**config.mk**
```make
export PLATFORM = sky130hd
export DESIGN_NAME = mcell_reg
export DESIGN_NICKNAME = d
export VERILOG_FILES = /design/src/rtl/mcell_pkg.sv /design/src/rtl/mcell_src_sel.sv /design/src/rtl/mcell_next_state.sv /design/src/rtl/mcell_out_stage.sv /design/src/rtl/mcell_reg.sv
export SDC_FILE = /design/constraint.sdc
export NUM_CORES = 1
export LEC_CHECK = 0
export BUFFER_PORTS_ARGS = -buffer_cell sky130_fd_sc_hd__clkbuf_2
export CAP_MARGIN = 20
export CORE_AREA = 2 2 39 41
export DETAILED_ROUTE_END_ITERATION = 10
export DIE_AREA = 0 0 41 43
export GPL_ROUTABILITY_DRIVEN = 1
export GPL_TIMING_DRIVEN = 0
export PLACE_DENSITY = 0.71
export SETUP_SLACK_MARGIN = 0.15
export SYNTH_ARGS = -nofsm -noshare
export SYNTH_HDL_FRONTEND = slang
export SYNTH_SLANG_ARGS = --single-unit
export TNS_END_PERCENT = 100
```
**constraint.sdc**
```tcl
create_clock -name clk -period 2.65 [get_ports clk]
set_input_delay 0.3975 -clock clk [delete_from_list [all_inputs] [get_ports clk]]
set_output_delay 0.3975 -clock clk [all_outputs]
set_load 0.02 [all_outputs]
```
**src/rtl/mcell_pkg.sv**
```systemverilog
package mcell_pkg;
  typedef enum logic [2:0] {
    MODE_D     = 3'd0,
    MODE_T     = 3'd1,
    MODE_JK    = 3'd2,
    MODE_SR    = 3'd3,
    MODE_LATCH = 3'd4
  } mode_e;

  typedef enum logic [1:0] {
    DSEL_XOR = 2'd0,
    DSEL_PT  = 2'd1,
    DSEL_PIN = 2'd2
  } dsel_e;

  typedef enum logic [2:0] {
    OE_OFF = 3'd0,
    OE_ON  = 3'd1,
    OE_A   = 3'd2,
    OE_B   = 3'd3,
    OE_PIN = 3'd4,
    OE_PT  = 3'd5
  } oe_e;

  localparam int MODE_W = 3;
  localparam int DSEL_W = 2;
  localparam int CLR_W  = 2;
  localparam int OE_W   = 3;
endpackage

```
**src/rtl/mcell_src_sel.sv**
```systemverilog
module mcell_src_sel
  import mcell_pkg::*;
#(
  parameter int DW = DSEL_W,
  parameter int CW = CLR_W
) (
  input  logic          clk,
  input  logic          rst,
  input  logic [DW-1:0] cfg_dsel,
  input  logic          cfg_csel,
  input  logic          cfg_ce_en,
  input  logic [CW-1:0] cfg_clr_sel,
  input  logic          cfg_pre_en,
  input  logic          gclk,
  input  logic          pt_clk,
  input  logic          pt_ce,
  input  logic          gclr,
  input  logic          pt_clr,
  input  logic          pt_pre,
  input  logic          xor_in,
  input  logic          pt_data,
  input  logic          pin_in,
  output logic          din,
  output logic          clk_lvl,
  output logic          clk_fire,
  output logic          clr_act,
  output logic          pre_act
);
  logic gclk_q, ptclk_q;
  logic g_rise, p_rise, ce_ok;

  always_ff @(posedge clk) begin
    if (rst) begin
      gclk_q  <= 1'b0;
      ptclk_q <= 1'b0;
    end else begin
      gclk_q  <= gclk;
      ptclk_q <= pt_clk;
    end
  end

  always_comb begin
    case (cfg_dsel)
      DSEL_PT:  din = pt_data;
      DSEL_PIN: din = pin_in;
      default:  din = xor_in;
    endcase
  end

  assign g_rise   = gclk & ~gclk_q;
  assign p_rise   = pt_clk & ~ptclk_q;
  assign ce_ok    = ~cfg_ce_en | pt_ce;
  assign clk_lvl  = cfg_csel ? pt_clk : gclk;
  assign clk_fire = cfg_csel ? p_rise : (g_rise & ce_ok);
  assign clr_act  = (cfg_clr_sel[0] & gclr) | (cfg_clr_sel[1] & pt_clr);
  assign pre_act  = cfg_pre_en & pt_pre;

  // a disabled global clock must not produce a capture
  assert_ce_gate_R6: assert property (@(posedge clk) disable iff (rst)
    (!cfg_csel && cfg_ce_en && !pt_ce) |-> !clk_fire);

  // a held product-term clock never fires twice in a row
  assert_single_fire_R6: assert property (@(posedge clk) disable iff (rst)
    (cfg_csel && clk_fire && $stable(cfg_csel)) |=> (!clk_fire || !$stable(cfg_csel)));
endmodule

```
**src/rtl/mcell_next_state.sv**
```systemverilog
module mcell_next_state
  import mcell_pkg::*;
#(
  parameter int MW = MODE_W
) (
  input  logic [MW-1:0] cfg_mode,
  input  logic          q,
  input  logic          din,
  input  logic          kin,
  input  logic          clk_lvl,
  input  logic          clk_fire,
  input  logic          clr_act,
  input  logic          pre_act,
  output logic          q_next
);
  logic edge_val;

  always_comb begin
    case (cfg_mode)
      MODE_T:  edge_val = q ^ din;
      MODE_JK: begin
        case ({din, kin})
          2'b01:   edge_val = 1'b0;
          2'b10:   edge_val = 1'b1;
          2'b11:   edge_val = ~q;
          default: edge_val = q;
        endcase
      end
      MODE_SR: begin
        case ({din, kin})
          2'b01:   edge_val = 1'b0;
          2'b10:   edge_val = 1'b1;
          default: edge_val = q;
        endcase
      end
      default: edge_val = din;
    endcase
  end

  always_comb begin
    if (clr_act)                  q_next = 1'b0;
    else if (pre_act)             q_next = 1'b1;
    else if (cfg_mode == MODE_LATCH) q_next = clk_lvl ? din : q;
    else if (clk_fire)            q_next = edge_val;
    else                          q_next = q;
  end
endmodule

```
**src/rtl/mcell_out_stage.sv**
```systemverilog
module mcell_out_stage
  import mcell_pkg::*;
#(
  parameter int OW = OE_W
) (
  input  logic          clk,
  input  logic          rst,
  input  logic          cfg_out_reg,
  input  logic          cfg_fb_reg,
  input  logic [OW-1:0] cfg_oe_sel,
  input  logic          q_next,
  input  logic          comb_in,
  input  logic          oe_a,
  input  logic          oe_b,
  input  logic          oe_pin,
  input  logic          pt_oe,
  output logic          pin_o,
  output logic          fb_o,
  output logic          oe_o
);
  logic oe_d;

  always_comb begin
    case (cfg_oe_sel)
      OE_ON:   oe_d = 1'b1;
      OE_A:    oe_d = oe_a;
      OE_B:    oe_d = oe_b;
      OE_PIN:  oe_d = oe_pin;
      OE_PT:   oe_d = pt_oe;
      default: oe_d = 1'b0;
    endcase
  end

  always_ff @(posedge clk) begin
    if (rst) begin
      pin_o <= 1'b0;
      fb_o  <= 1'b0;
      oe_o  <= 1'b0;
    end else begin
      pin_o <= cfg_out_reg ? q_next : comb_in;
      fb_o  <= cfg_fb_reg  ? q_next : comb_in;
      oe_o  <= oe_d;
    end
  end

  // disabled buffer stays off
  assert_oe_off_R11: assert property (@(posedge clk) disable iff (rst)
    (cfg_oe_sel == OE_OFF) |=> !oe_o);

  // permanently enabled buffer stays on
  assert_oe_on_R11: assert property (@(posedge clk) disable iff (rst)
    (cfg_oe_sel == OE_ON) |=> oe_o);

  // matching selections give matching pin and feedback
  assert_fb_match_R10: assert property (@(posedge clk) disable iff (rst)
    (cfg_out_reg == cfg_fb_reg) |=> (pin_o == fb_o));
endmodule

```
**src/rtl/mcell_reg.sv**
```systemverilog
module mcell_reg
  import mcell_pkg::*;
#(
  parameter int  MW       = MODE_W,
  parameter int  DW       = DSEL_W,
  parameter int  CW       = CLR_W,
  parameter int  OW       = OE_W,
  parameter bit  INIT_VAL = 1'b0
) (
  input  logic          clk,
  input  logic          rst,
  input  logic [MW-1:0] cfg_mode,
  input  logic [DW-1:0] cfg_dsel,
  input  logic          cfg_csel,
  input  logic          cfg_ce_en,
  input  logic [CW-1:0] cfg_clr_sel,
  input  logic          cfg_pre_en,
  input  logic          cfg_out_reg,
  input  logic          cfg_fb_reg,
  input  logic [OW-1:0] cfg_oe_sel,
  input  logic          gclk,
  input  logic          pt_clk,
  input  logic          pt_ce,
  input  logic          gclr,
  input  logic          pt_clr,
  input  logic          pt_pre,
  input  logic          xor_in,
  input  logic          pt_data,
  input  logic          pt_k,
  input  logic          pin_in,
  input  logic          oe_a,
  input  logic          oe_b,
  input  logic          oe_pin,
  input  logic          pt_oe,
  output logic          pin_o,
  output logic          fb_o,
  output logic          oe_o
);
  logic din, clk_lvl, clk_fire, clr_act, pre_act;
  logic state_q, state_d;

  mcell_src_sel #(.DW(DW), .CW(CW)) u_src (
    .clk(clk), .rst(rst),
    .cfg_dsel(cfg_dsel), .cfg_csel(cfg_csel), .cfg_ce_en(cfg_ce_en),
    .cfg_clr_sel(cfg_clr_sel), .cfg_pre_en(cfg_pre_en),
    .gclk(gclk), .pt_clk(pt_clk), .pt_ce(pt_ce),
    .gclr(gclr), .pt_clr(pt_clr), .pt_pre(pt_pre),
    .xor_in(xor_in), .pt_data(pt_data), .pin_in(pin_in),
    .din(din), .clk_lvl(clk_lvl), .clk_fire(clk_fire),
    .clr_act(clr_act), .pre_act(pre_act)
  );

  mcell_next_state #(.MW(MW)) u_ns (
    .cfg_mode(cfg_mode), .q(state_q), .din(din), .kin(pt_k),
    .clk_lvl(clk_lvl), .clk_fire(clk_fire),
    .clr_act(clr_act), .pre_act(pre_act), .q_next(state_d)
  );

  always_ff @(posedge clk) begin
    if (rst) state_q <= INIT_VAL;
    else     state_q <= state_d;
  end

  mcell_out_stage #(.OW(OW)) u_out (
    .clk(clk), .rst(rst),
    .cfg_out_reg(cfg_out_reg), .cfg_fb_reg(cfg_fb_reg), .cfg_oe_sel(cfg_oe_sel),
    .q_next(state_d), .comb_in(xor_in),
    .oe_a(oe_a), .oe_b(oe_b), .oe_pin(oe_pin), .pt_oe(pt_oe),
    .pin_o(pin_o), .fb_o(fb_o), .oe_o(oe_o)
  );

  // an active clear leaves the bit at 0 one cycle later
  assert_clear_R7: assert property (@(posedge clk) disable iff (rst)
    clr_act |=> !state_q);

  // preset without clear leaves the bit at 1
  assert_preset_R8: assert property (@(posedge clk) disable iff (rst)
    (pre_act && !clr_act) |=> state_q);

  // edge modes hold without a fired edge or forcing control
  assert_hold_R2: assert property (@(posedge clk) disable iff (rst)
    (cfg_mode != MODE_LATCH && !clk_fire && !clr_act && !pre_act) |=> $stable(state_q));

  // registered pin mirrors the stored bit
  assert_pin_reg_R9: assert property (@(posedge clk) disable iff (rst)
    cfg_out_reg |=> (pin_o == state_q));
endmodule

```
==> flow_metrics.env, run 1 <==
export IMPL_status="finished, final reports clean"
export IMPL_fillers=133
export IMPL_finalSetupViolations=0
export IMPL_die_x_um=41
export IMPL_hold_class="in2reg"
export IMPL_initialDrtViolationCount=15
export IMPL_grt_max_degree=6
export IMPL_r2r_setup_slack_ns=0.97
export IMPL_vias=530
export IMPL_dieArea_sq_um=1760
export IMPL_initial_core_util_pct=33.7
export IMPL_crit_path_end_kind="register"
export IMPL_drive_gt1_share_pct=45.2
export IMPL_antenna_left=0
export IMPL_ios=34
export IMPL_ys_ff_latch=6
export IMPL_routed_wl_um=1060
export IMPL_clock_latency_ns=0.23
export IMPL_path_max_fanout=5
export IMPL_hpwl_um=946
export IMPL_hold_ws_ns=0.353
export IMPL_syn_instance_count=57
export IMPL_drtPass1Iterations=3
export IMPL_clockRootBuffer="clkbuf_4"
export IMPL_clk_pin_slew_ns=0.04
export IMPL_dpl_cell_count=106
export IMPL_drc=0
export IMPL_whs_endpoint="u_out.fb_o"
export IMPL_grt_pass1_vias=494
export IMPL_core_sq_um=1380
export IMPL_syn_avg_cell_area_sq_um=8.19
export IMPL_synthesis_area_sq_um=467
export IMPL_placement_rows=14
export IMPL_htreeDepth=1
export IMPL_layout_setup_ws_ns=0.280
export IMPL_fmax_ghz=0.422
export IMPL_finalCritPeriodShare_pct=89.5
export IMPL_finalPower_uw=259
export IMPL_syn_num_nets=91
export IMPL_fin_cells=109
export IMPL_p_leak_uw=0.000352
export IMPL_die_h_um=43
export IMPL_fin_util_pct=48.7
export IMPL_cts_sinks=6
export IMPL_reg2reg_depth=5
export IMPL_maxCapViolCount=0
export IMPL_track_usage_pct=14.0
export IMPL_finalHoldViolCount=0
export IMPL_syn2layout_area_growth_pct=44.5
export IMPL_final_net_count=129
export IMPL_period_minus_slack_ns=2.37
export IMPL_gp_congestion=0.680
export IMPL_post_place_ws_ns=-0.0715
export IMPL_ys_types=26
export IMPL_vdd_drop_max_mv=0.201
export IMPL_cp_start_kind="input port"
export IMPL_hp_start="cfg_fb_reg"
export IMPL_num_antenna_cells=0
export IMPL_antenna_found_initial=0
export IMPL_yosysWarnings=0
export IMPL_finClkSkew_ns=0.00188
export IMPL_grt_ovfl_total=0
export IMPL_p_per_area_nw_per_um2=385
export IMPL_r2r_end="u_out.fb_o"
export IMPL_rsz0062_at_grt="no"
export IMPL_grt_pass1_wl_um=1720
export IMPL_r2r_start="state_q"
export IMPL_slew_viol_final=0
export IMPL_cp_arrival_ns=2.48
export IMPL_numCtsBuffers=3
export IMPL_via_per_inst=4.86
export IMPL_portBuffers=33
export IMPL_holdPathStages=2
export IMPL_crit_type="in2reg"
export IMPL_cp_required_ns=2.76
export IMPL_ys_seq_area_share_pct=25.7
export IMPL_cts_path_max_buffers=2
export IMPL_routedWlPerCell_um=9.74
export IMPL_max_slew_margin_pct=75.1
export IMPL_tightestPinTransition_ns=0.374
export IMPL_cts_tree="done"
==> metal layers <==
metal,share of wire [%],up-vias,track usage (%)
met5,0,-,0
met4,0.94,0,8.00
met3,10,2,3.66
met2,48,23,21.6
met1,40,221,16.5
li1,-,284,-
==> area by class of cell <==
type                    count  area [sq um]  share of cell area [%]
multi-input cells          44           320                    47.5
well taps                  16          20.0                    2.97
clock buffers               3          22.5                    3.34
flip-flops and latches      6           120                    17.8
inverters                   7          26.3                    3.90
repair buffers             33           165                    24.5
==> layout by cell type (no fill, tap or decap) <==
cell / count
a22oi_2: 1
nand2_1: 7
dfxtp_1: 6
nor2b_1: 6
clkbuf_4: 3
a211o_1: 1
mux2i_1: 1
a31oi_1: 2
o22ai_1: 3
nor3_1: 2
a221oi_1: 2
a311oi_2: 1
or3_4: 1
a2111o_1: 1
nand3_1: 1
and3_1: 1
o221ai_1: 1
ha_1: 3
inv_1: 7
clkbuf_2: 33
o21ai_1: 1
o21bai_1: 1
o21ai_0: 1
nand2b_1: 1
a21oi_1: 1
a41o_1: 1
mux2_2: 1
nor2_1: 1
or3b_2: 2
==> cells in the mapped netlist <==
library cell	instances	area [sq um]
inv_1	7	26.3
nand2b_1	1	6.26
nand2_1	7	26.3
mux2_2	1	11.3
ha_1	3	37.5
a22oi_2	1	12.5
nand3_1	1	5.00
o21bai_1	1	7.51
a41o_1	1	10.0
and3_1	1	6.26
nor3_1	2	10.0
a31oi_1	2	12.5
o21ai_0	2	10.0
dfxtp_1	6	120
a211o_1	1	8.76
a311oi_2	1	15.0
a21oi_1	1	5.00
nor2_1	1	3.75
or3_4	1	11.3
o221ai_1	1	8.76
nor2b_1	6	37.5
a221oi_1	2	17.5
or3b_2	2	17.5
a2111o_1	1	11.3
o22ai_1	3	18.8
mux2i_1	1	10.0
==> stage by stage <==
step | instance area (sq um) | setup TNS, ns
6_report | 674 | 0
2_1_floorplan | 467 | 0
3_5_place_dp | 652 | -0.125
5_1_grt | 674 | 0
4_1_cts | 674 | 0
3_3_place_gp | 652 | -0.0613
==> report_power, final <==
part	switching [uW]	internal, uW	leakage [uW]
clock network	27.8	50.9	0.0000138
registers	2.23	96.4	0.0000497
logic	38.9	43.1	0.000288
==> registers in the layout, summed over array words and instances (netlist names) <==
signal,cells
u_src.ptclk_q,1
u_out.pin_o,1
state_q,1
u_out.oe_o,1
u_out.fb_o,1
u_src.gclk_q,1
==> cells by family after synthesis <==
| logic type | Yosys count | synth area share [%] |
|---|---|---|
| compound gates | 17 | 29.5 |
| fa+ha+maj | 3 | 8.04 |
| buf+inv | 7 | 5.63 |
| flops | 6 | 25.7 |
| mux | 2 | 4.56 |
| simple gates | 22 | 26.5 |
==> worst max-delay path, cell delays in order <==
cell,delay (ns)
clkbuf_2,0.09
inv_1,0.04
ha_1,0.33
nand2_1,0.11
o21ai_1,0.12
ha_1,0.31
mux2i_1,0.19
nor3_1,0.08
or3_4,0.33
a311oi_2,0.35
o22ai_1,0.13
==> what timing repair did <==
item | CTS | global route
gates resized for setup | 0 | 1
setup buffers | 0 | 0
endpoints found under the setup margin | 0 | 3
hold buffers | 0 | 0
==> worst max path at each step <==
stage                            from    endpoint  depth (start not counted)
final                     cfg_dsel[0]  u_out.fb_o                         11
after floorplan           cfg_dsel[0]  u_out.fb_o                          9
after global routing      cfg_dsel[0]  u_out.fb_o                         11
after global placement    cfg_dsel[0]  u_out.fb_o                         10
after CTS                 cfg_dsel[0]  u_out.fb_o                         10
after detailed placement  cfg_dsel[0]  u_out.fb_o                         10
(Power assumes the default switching activity.)
==> run 2, diff against run 1 <==
Settings changed: ABC_AREA set to 1.
==> flow_metrics.env, run 2 <==
export IMPL_status="finished, final reports clean"
export IMPL_rsz0062_at_grt="no"
export IMPL_maxCapViolCount=0
export IMPL_track_usage_pct=14.8
export IMPL_antenna_left=0
export IMPL_cp_slowest_cell="ha_1"
export IMPL_drc=0
export IMPL_tightestPinTransition_ns=0.256
export IMPL_hold_buffers=0
export IMPL_crit_type="in2reg"
export IMPL_ys_seq_area_share_pct=25.4
export IMPL_synthesis_area_sq_um=473
export IMPL_vdd_drop_max_mv=0.196
export IMPL_die_x_um=41
export IMPL_drive_gt1_share_pct=37.2
export IMPL_synth_edf_count=0
export IMPL_combPwrFrac_pct=31.9
export IMPL_sw_frac_of_total_pct=29.5
export IMPL_grt_pass1_wl_um=1770
export IMPL_cts_sinks=6
export IMPL_max_slew_margin_pct=82.8
export IMPL_hp_start="cfg_out_reg"
export IMPL_ys_types=20
export IMPL_path_buf_inv=4
export IMPL_antenna_found_initial=0
export IMPL_numCtsBuffers=3
export IMPL_ys_ff_latch=6
export IMPL_cts_setup_buffers=0
export IMPL_num_antenna_cells=0
export IMPL_via_per_inst=4.30
export IMPL_period_minus_slack_ns=1.95
export IMPL_path_max_fanout=4
export IMPL_final_cell_mix="clkbuf_2, inv_1, nand2_1, nor2_1, dfxtp_1"
export IMPL_routed_wl_um=1040
export IMPL_p_clk_share_pct=30.5
export IMPL_cp_required_ns=2.83
export IMPL_yosysTopAreaCellShare_pct=25.4
export IMPL_finalSetupViolations=0
export IMPL_crit_path_start="cfg_dsel[0]"
export IMPL_initial_core_util_pct=34.2
export IMPL_syn2layout_area_growth_pct=43.9
export IMPL_synthFlopType="dfxtp_1"
export IMPL_finish_instance_area_sq_um=681
export IMPL_grt_ovfl_total=0
export IMPL_finalCritPeriodShare_pct=73.4
export IMPL_tns_ns=0
export IMPL_path_cells="clkbuf_2 > inv_1 > ha_1 > inv_1 > nand3_1 > nand2_1 > inv_1 > ha_1 > nor2_1 > a21oi_1 > nand4_1 > nand2_1 > nand2_1 > nand2_1 > nand2_1 > nand2_1 > nand2_2 > a21oi_2"
export IMPL_core_sq_um=1380
export IMPL_pwr_share_seq_pct=37.5
export IMPL_cts_path_max_buffers=2
export IMPL_yosys_top_cells_count="inv_1, nand2_1, nor2_1, dfxtp_1"
export IMPL_cp_arrival_ns=2.12
export IMPL_dieArea_sq_um=1760
export IMPL_clockRootBuffer="clkbuf_4"
export IMPL_cpPeakStageDelay_ns=0.29
export IMPL_syn_num_nets=111
export IMPL_drtPass1Iterations=4
export IMPL_cp_start_kind="input port"
export IMPL_hold_class="in2reg"
export IMPL_r2r_start="u_src.gclk_q"
export IMPL_grt_max_degree=6
export IMPL_placement_rows=14
export IMPL_syn_avg_cell_area_sq_um=6.14
export IMPL_finalHoldViolCount=0
export IMPL_crit_top_cell="nand2_1"
export IMPL_portBuffers=33
export IMPL_synth_area_leaders="dfxtp_1, inv_1, nand2_1, ha_1, nor2_1"
export IMPL_die_h_um=43
export IMPL_htreeDepth=1
export IMPL_p_sw_uw=78.3
export IMPL_cts_resized=0
export IMPL_fmax_ghz=0.514
export IMPL_initialDrtViolationCount=4
export IMPL_finClkSkew_ns=0.00677
export IMPL_placed_area_sq_um=658
export IMPL_gp_congestion=0.655
export IMPL_hpwl_um=923
export IMPL_cts_tree="done"
export IMPL_grt_pass1_vias=519
export IMPL_finalPower_uw=265
export IMPL_async_flop_share_pct=0
export IMPL_fillers=151
export IMPL_final_net_count=149
export IMPL_layout_commonest_cell="clkbuf_2"
export IMPL_p_leak_uw=0.000411
export IMPL_cp_top_family="simple AND/OR/NAND/NOR gates"
export IMPL_slew_viol_final=0
export IMPL_p_int_uw=187
export IMPL_crit_path_end_kind="register"
export IMPL_clk_pin_slew_ns=0.05
export IMPL_yosys_cell_count_top_type="inv_1"
export IMPL_routedWlPerCell_um=8.04
export IMPL_clock_latency_ns=0.24
export IMPL_yosysWarnings=0
export IMPL_yosysTopAreaCell="dfxtp_1"
export IMPL_vias=555
export IMPL_ios=34
export IMPL_p_per_area_nw_per_um2=390
export IMPL_syn_instance_count=77
[run 2: changes by cell type in the layout (fill, tap and decap cells not counted), moves of 2 or more]
cell      change
inv_1        +10
nand2_1       +8
nor2_1        +6
nor2b_1       -6
a21oi_1       +4
o21ai_0       +4
o22ai_1       -3
a21oi_2       +2
a221oi_1      -2
a31oi_1       -2
nand2_2       +2
o21ai_1       +2
or3b_2        -2
[run 2: cell type report]
type                            instances  area, sq um  area share [%]
Sequential cell                         6          120            17.6
Timing Repair Buffer                   33          165            24.3
Multi-Input combinational cell         52          282            41.4
Tap cell                               16         20.0            2.94
Inverter                               19         71.3            10.5
Clock buffer                            3         22.5            3.31
[run 2: power by group through the flow]
stage | Combinational [uW] | Sequential, uW | Clock [uW]
4_1_cts | 85.7 | 99.9 | 86.2
5_1_grt | 97.6 | 99.9 | 93.8
3_3_place_gp | 83.2 | 101 | 0
2_1_floorplan | 45.0 | 105 | 0
3_5_place_dp | 85.3 | 102 | 0
6_report | 84.8 | 99.7 | 81.0
[run 2: kinds of logic after synthesis]
| logic type | share of synthesized area [%] |
|---|---|
| DFF | 25.4 |
| AOI/OAI and AO/OA | 23.0 |
| adders and majority gates | 7.94 |
| and+or+nand+nor | 28.6 |
| buffers and inverters | 15.1 |
[run 2: metal layers]
metal / global-route usage, % / up-vias / routed length (um)
li1: - / 316 / -
met1: 15.1 / 214 / 436
met2: 24.4 / 23 / 515
met3: 3.66 / 2 / 74
met4: 10.0 / 0 / 11
met5: 0 / - / 0
[run 2: worst paths after layout]
| path | endpoint | slack [ns] | depth (start not counted) |
|---|---|---|---|
| hold reg to reg | state_q | 0.85 | 9 |
| setup reg to reg | u_out.fb_o | 1.45 | 11 |
| hold / removal | u_out.pin_o | 0.35 | 2 |
| setup / recovery | u_out.fb_o | 0.70 | 18 |
[run 2: through the flow]
stage / hold slack (ns) / setup slack (ns) / std cells / utilization, %
after global routing: 0.341 / 0.534 / 129 / 49.2
after detailed placement: 0.597 / 0.440 / 126 / 47.6
final: 0.346 / 0.705 / 129 / 49.2
after global placement: 0.596 / 0.452 / 126 / 47.6
after CTS: 0.335 / 0.700 / 129 / 49.2
after floorplan: 0.469 / 0.697 / 77 / -
[run 2: worst register-to-register path: cells and delay by family, from the launching register on]
| kind | cells | cell delay [ns] |
|---|---|---|
| AOI/OAI and AO/OA | 3 | 0.31 |
| buffers and inverters | 1 | 0.04 |
| DFF | 1 | 0.29 |
| and+or+nand+nor | 7 | 0.49 |
==> run 3, diff against run 2 <==
Clock period 2.65 ns to 2 ns, I/O delays scaled along.
==> flow_metrics.env, run 3 (synthesis results as in run 2) <==
export IMPL_final_net_count=151
export IMPL_grt_max_degree=6
export IMPL_gp_congestion=0.669
export IMPL_via_per_inst=4.62
export IMPL_r2r_setup_slack_ns=0.74
export IMPL_fin_cells=131
export IMPL_period_minus_slack_ns=1.75
export IMPL_syn2layout_area_growth_pct=56.1
export IMPL_layout_setup_ws_ns=0.252
export IMPL_initialDrtViolationCount=2
export IMPL_die_h_um=43
export IMPL_routedWlPerCell_um=8.39
export IMPL_vias=605
export IMPL_finalHoldViolCount=0
export IMPL_finalPower_uw=377
export IMPL_maxCapViolCount=0
export IMPL_layout_commonest_cell="clkbuf_2"
export IMPL_rsz0062_at_grt="no"
export IMPL_routed_wl_um=1100
export IMPL_cts_path_max_buffers=2
export IMPL_die_x_um=41
export IMPL_regArea_sq_um=120
export IMPL_max_slew_margin_pct=83.8
export IMPL_p_per_area_nw_per_um2=511
export IMPL_ios=34
export IMPL_hold_buffers=0
export IMPL_placement_rows=14
export IMPL_cp_required_ns=2.18
export IMPL_clk_pin_slew_ns=0.04
export IMPL_cp_arrival_ns=1.93
export IMPL_initial_core_util_pct=34.2
export IMPL_cts_sinks=6
export IMPL_drc=0
export IMPL_crit_path_start="cfg_dsel[1]"
export IMPL_path_max_fanout=3
export IMPL_fillers=148
export IMPL_antenna_left=0
export IMPL_finalSetupViolations=0
export IMPL_grt_ovfl_total=0
export IMPL_finish_instance_area_sq_um=738
export IMPL_crit_type="in2reg"
export IMPL_fin_util_pct=53.3
export IMPL_finalCritPeriodShare_pct=87.4
export IMPL_placed_area_sq_um=661
export IMPL_dieArea_sq_um=1760
export IMPL_status="finished, final reports clean"
export IMPL_reg2reg_depth=10
export IMPL_hold_class="in2reg"
export IMPL_fmax_ghz=0.572
export IMPL_multi_input_area_sq_um=322
export IMPL_htreeDepth=1
export IMPL_grt_pass1_vias=554
export IMPL_core_sq_um=1380
export IMPL_r2r_end="u_out.pin_o"
export IMPL_tightestPinTransition_ns=0.240
export IMPL_post_place_ws_ns=-0.114
export IMPL_clock_latency_ns=0.24
export IMPL_portBuffers=33
export IMPL_drive_gt1_share_pct=44.3
export IMPL_drtPass1Iterations=3
export IMPL_hpwl_um=930
export IMPL_track_usage_pct=15.5
export IMPL_p_leak_uw=0.000426
export IMPL_dpl_cell_count=126
export IMPL_slew_viol_final=0
export IMPL_final_cell_mix="clkbuf_2, inv_1, nand2_1, nor2_1, dfxtp_1"
export IMPL_clockRootBuffer="clkbuf_4"
export IMPL_finClkSkew_ns=0.00147
export IMPL_num_antenna_cells=0
export IMPL_cts_tree="done"
export IMPL_crit_path_end="u_out.pin_o"
export IMPL_vdd_drop_max_mv=0.275
export IMPL_r2r_start="state_q"
export IMPL_crit_path_end_kind="register"
export IMPL_numCtsBuffers=3
export IMPL_antenna_found_initial=0
export IMPL_cp_start_kind="input port"
export IMPL_grt_pass1_wl_um=1870
## run 3: what timing repair did
action                                 in CTS  in global routing
setup endpoints to repair                   1                  3
endpoints found under the hold margin       0                  0
resized for setup                           0                  9
buffers inserted                            1                  1
gates cloned                                0                  0
pin swaps                                   1                  5
## run 3: cell type report
cell class | count | share of cell area [%]
Timing Repair Buffer | 35 | 24.7
Tap cell | 16 | 2.71
Multi-Input combinational cell | 52 | 43.6
Inverter | 19 | 9.66
Sequential cell | 6 | 16.3
Clock buffer | 3 | 3.05
## run 3: per-layer routing
metal	up-vias	global-route usage, %	share of wire [%]
li1	320	-	-
met1	259	15.2	38
met2	22	26.6	53
met3	4	3.66	7.4
met4	0	10.0	1.7
met5	-	0	0
## run 3: worst min-delay path by stage
stage / cells after the start / end / from / slack (ns)
3_3_place_gp: 2 / u_out.pin_o / cfg_out_reg / 0.50
5_1_grt: 2 / u_out.pin_o / cfg_out_reg / 0.24
2_1_floorplan: 1 / u_src.ptclk_q / rst / 0.37
6_report: 2 / u_out.pin_o / cfg_out_reg / 0.24
4_1_cts: 2 / u_out.fb_o / cfg_fb_reg / 0.24
3_5_place_dp: 2 / u_out.fb_o / cfg_fb_reg / 0.50
## run 3: worst max-delay path: stages
cell and delay (ns):
buf_4 0.13, ha_4 0.23, inv_1 0.06, nand3_2 0.09, nand2_2 0.08, inv_2 0.05, ha_4 0.25, nor2_1 0.03
a21oi_1 0.11, nand4_1 0.10, nand2_1 0.07, nand2_1 0.05, nand2_1 0.06, nand2_1 0.06, nand2_2 0.08, nand2_4 0.06
a21oi_2 0.12
## run 3: stage by stage
| stage | hold slack [ns] | setup TNS [ns] |
|---|---|---|
| after floorplan | 0.371 | 0 |
| after global placement | 0.500 | -0.207 |
| after detailed placement | 0.503 | -0.301 |
| after CTS | 0.242 | 0 |
| after global routing | 0.237 | 0 |
| final | 0.242 | 0 |
## run 3: power breakdown
part | internal [uW] | leakage [uW] | switching (uW)
clock network | 67.7 | 0.0000138 | 41.8
registers | 128 | 0.0000498 | 3.20
logic | 65.4 | 0.000362 | 70.5
total | 262 | 0.000426 | 116
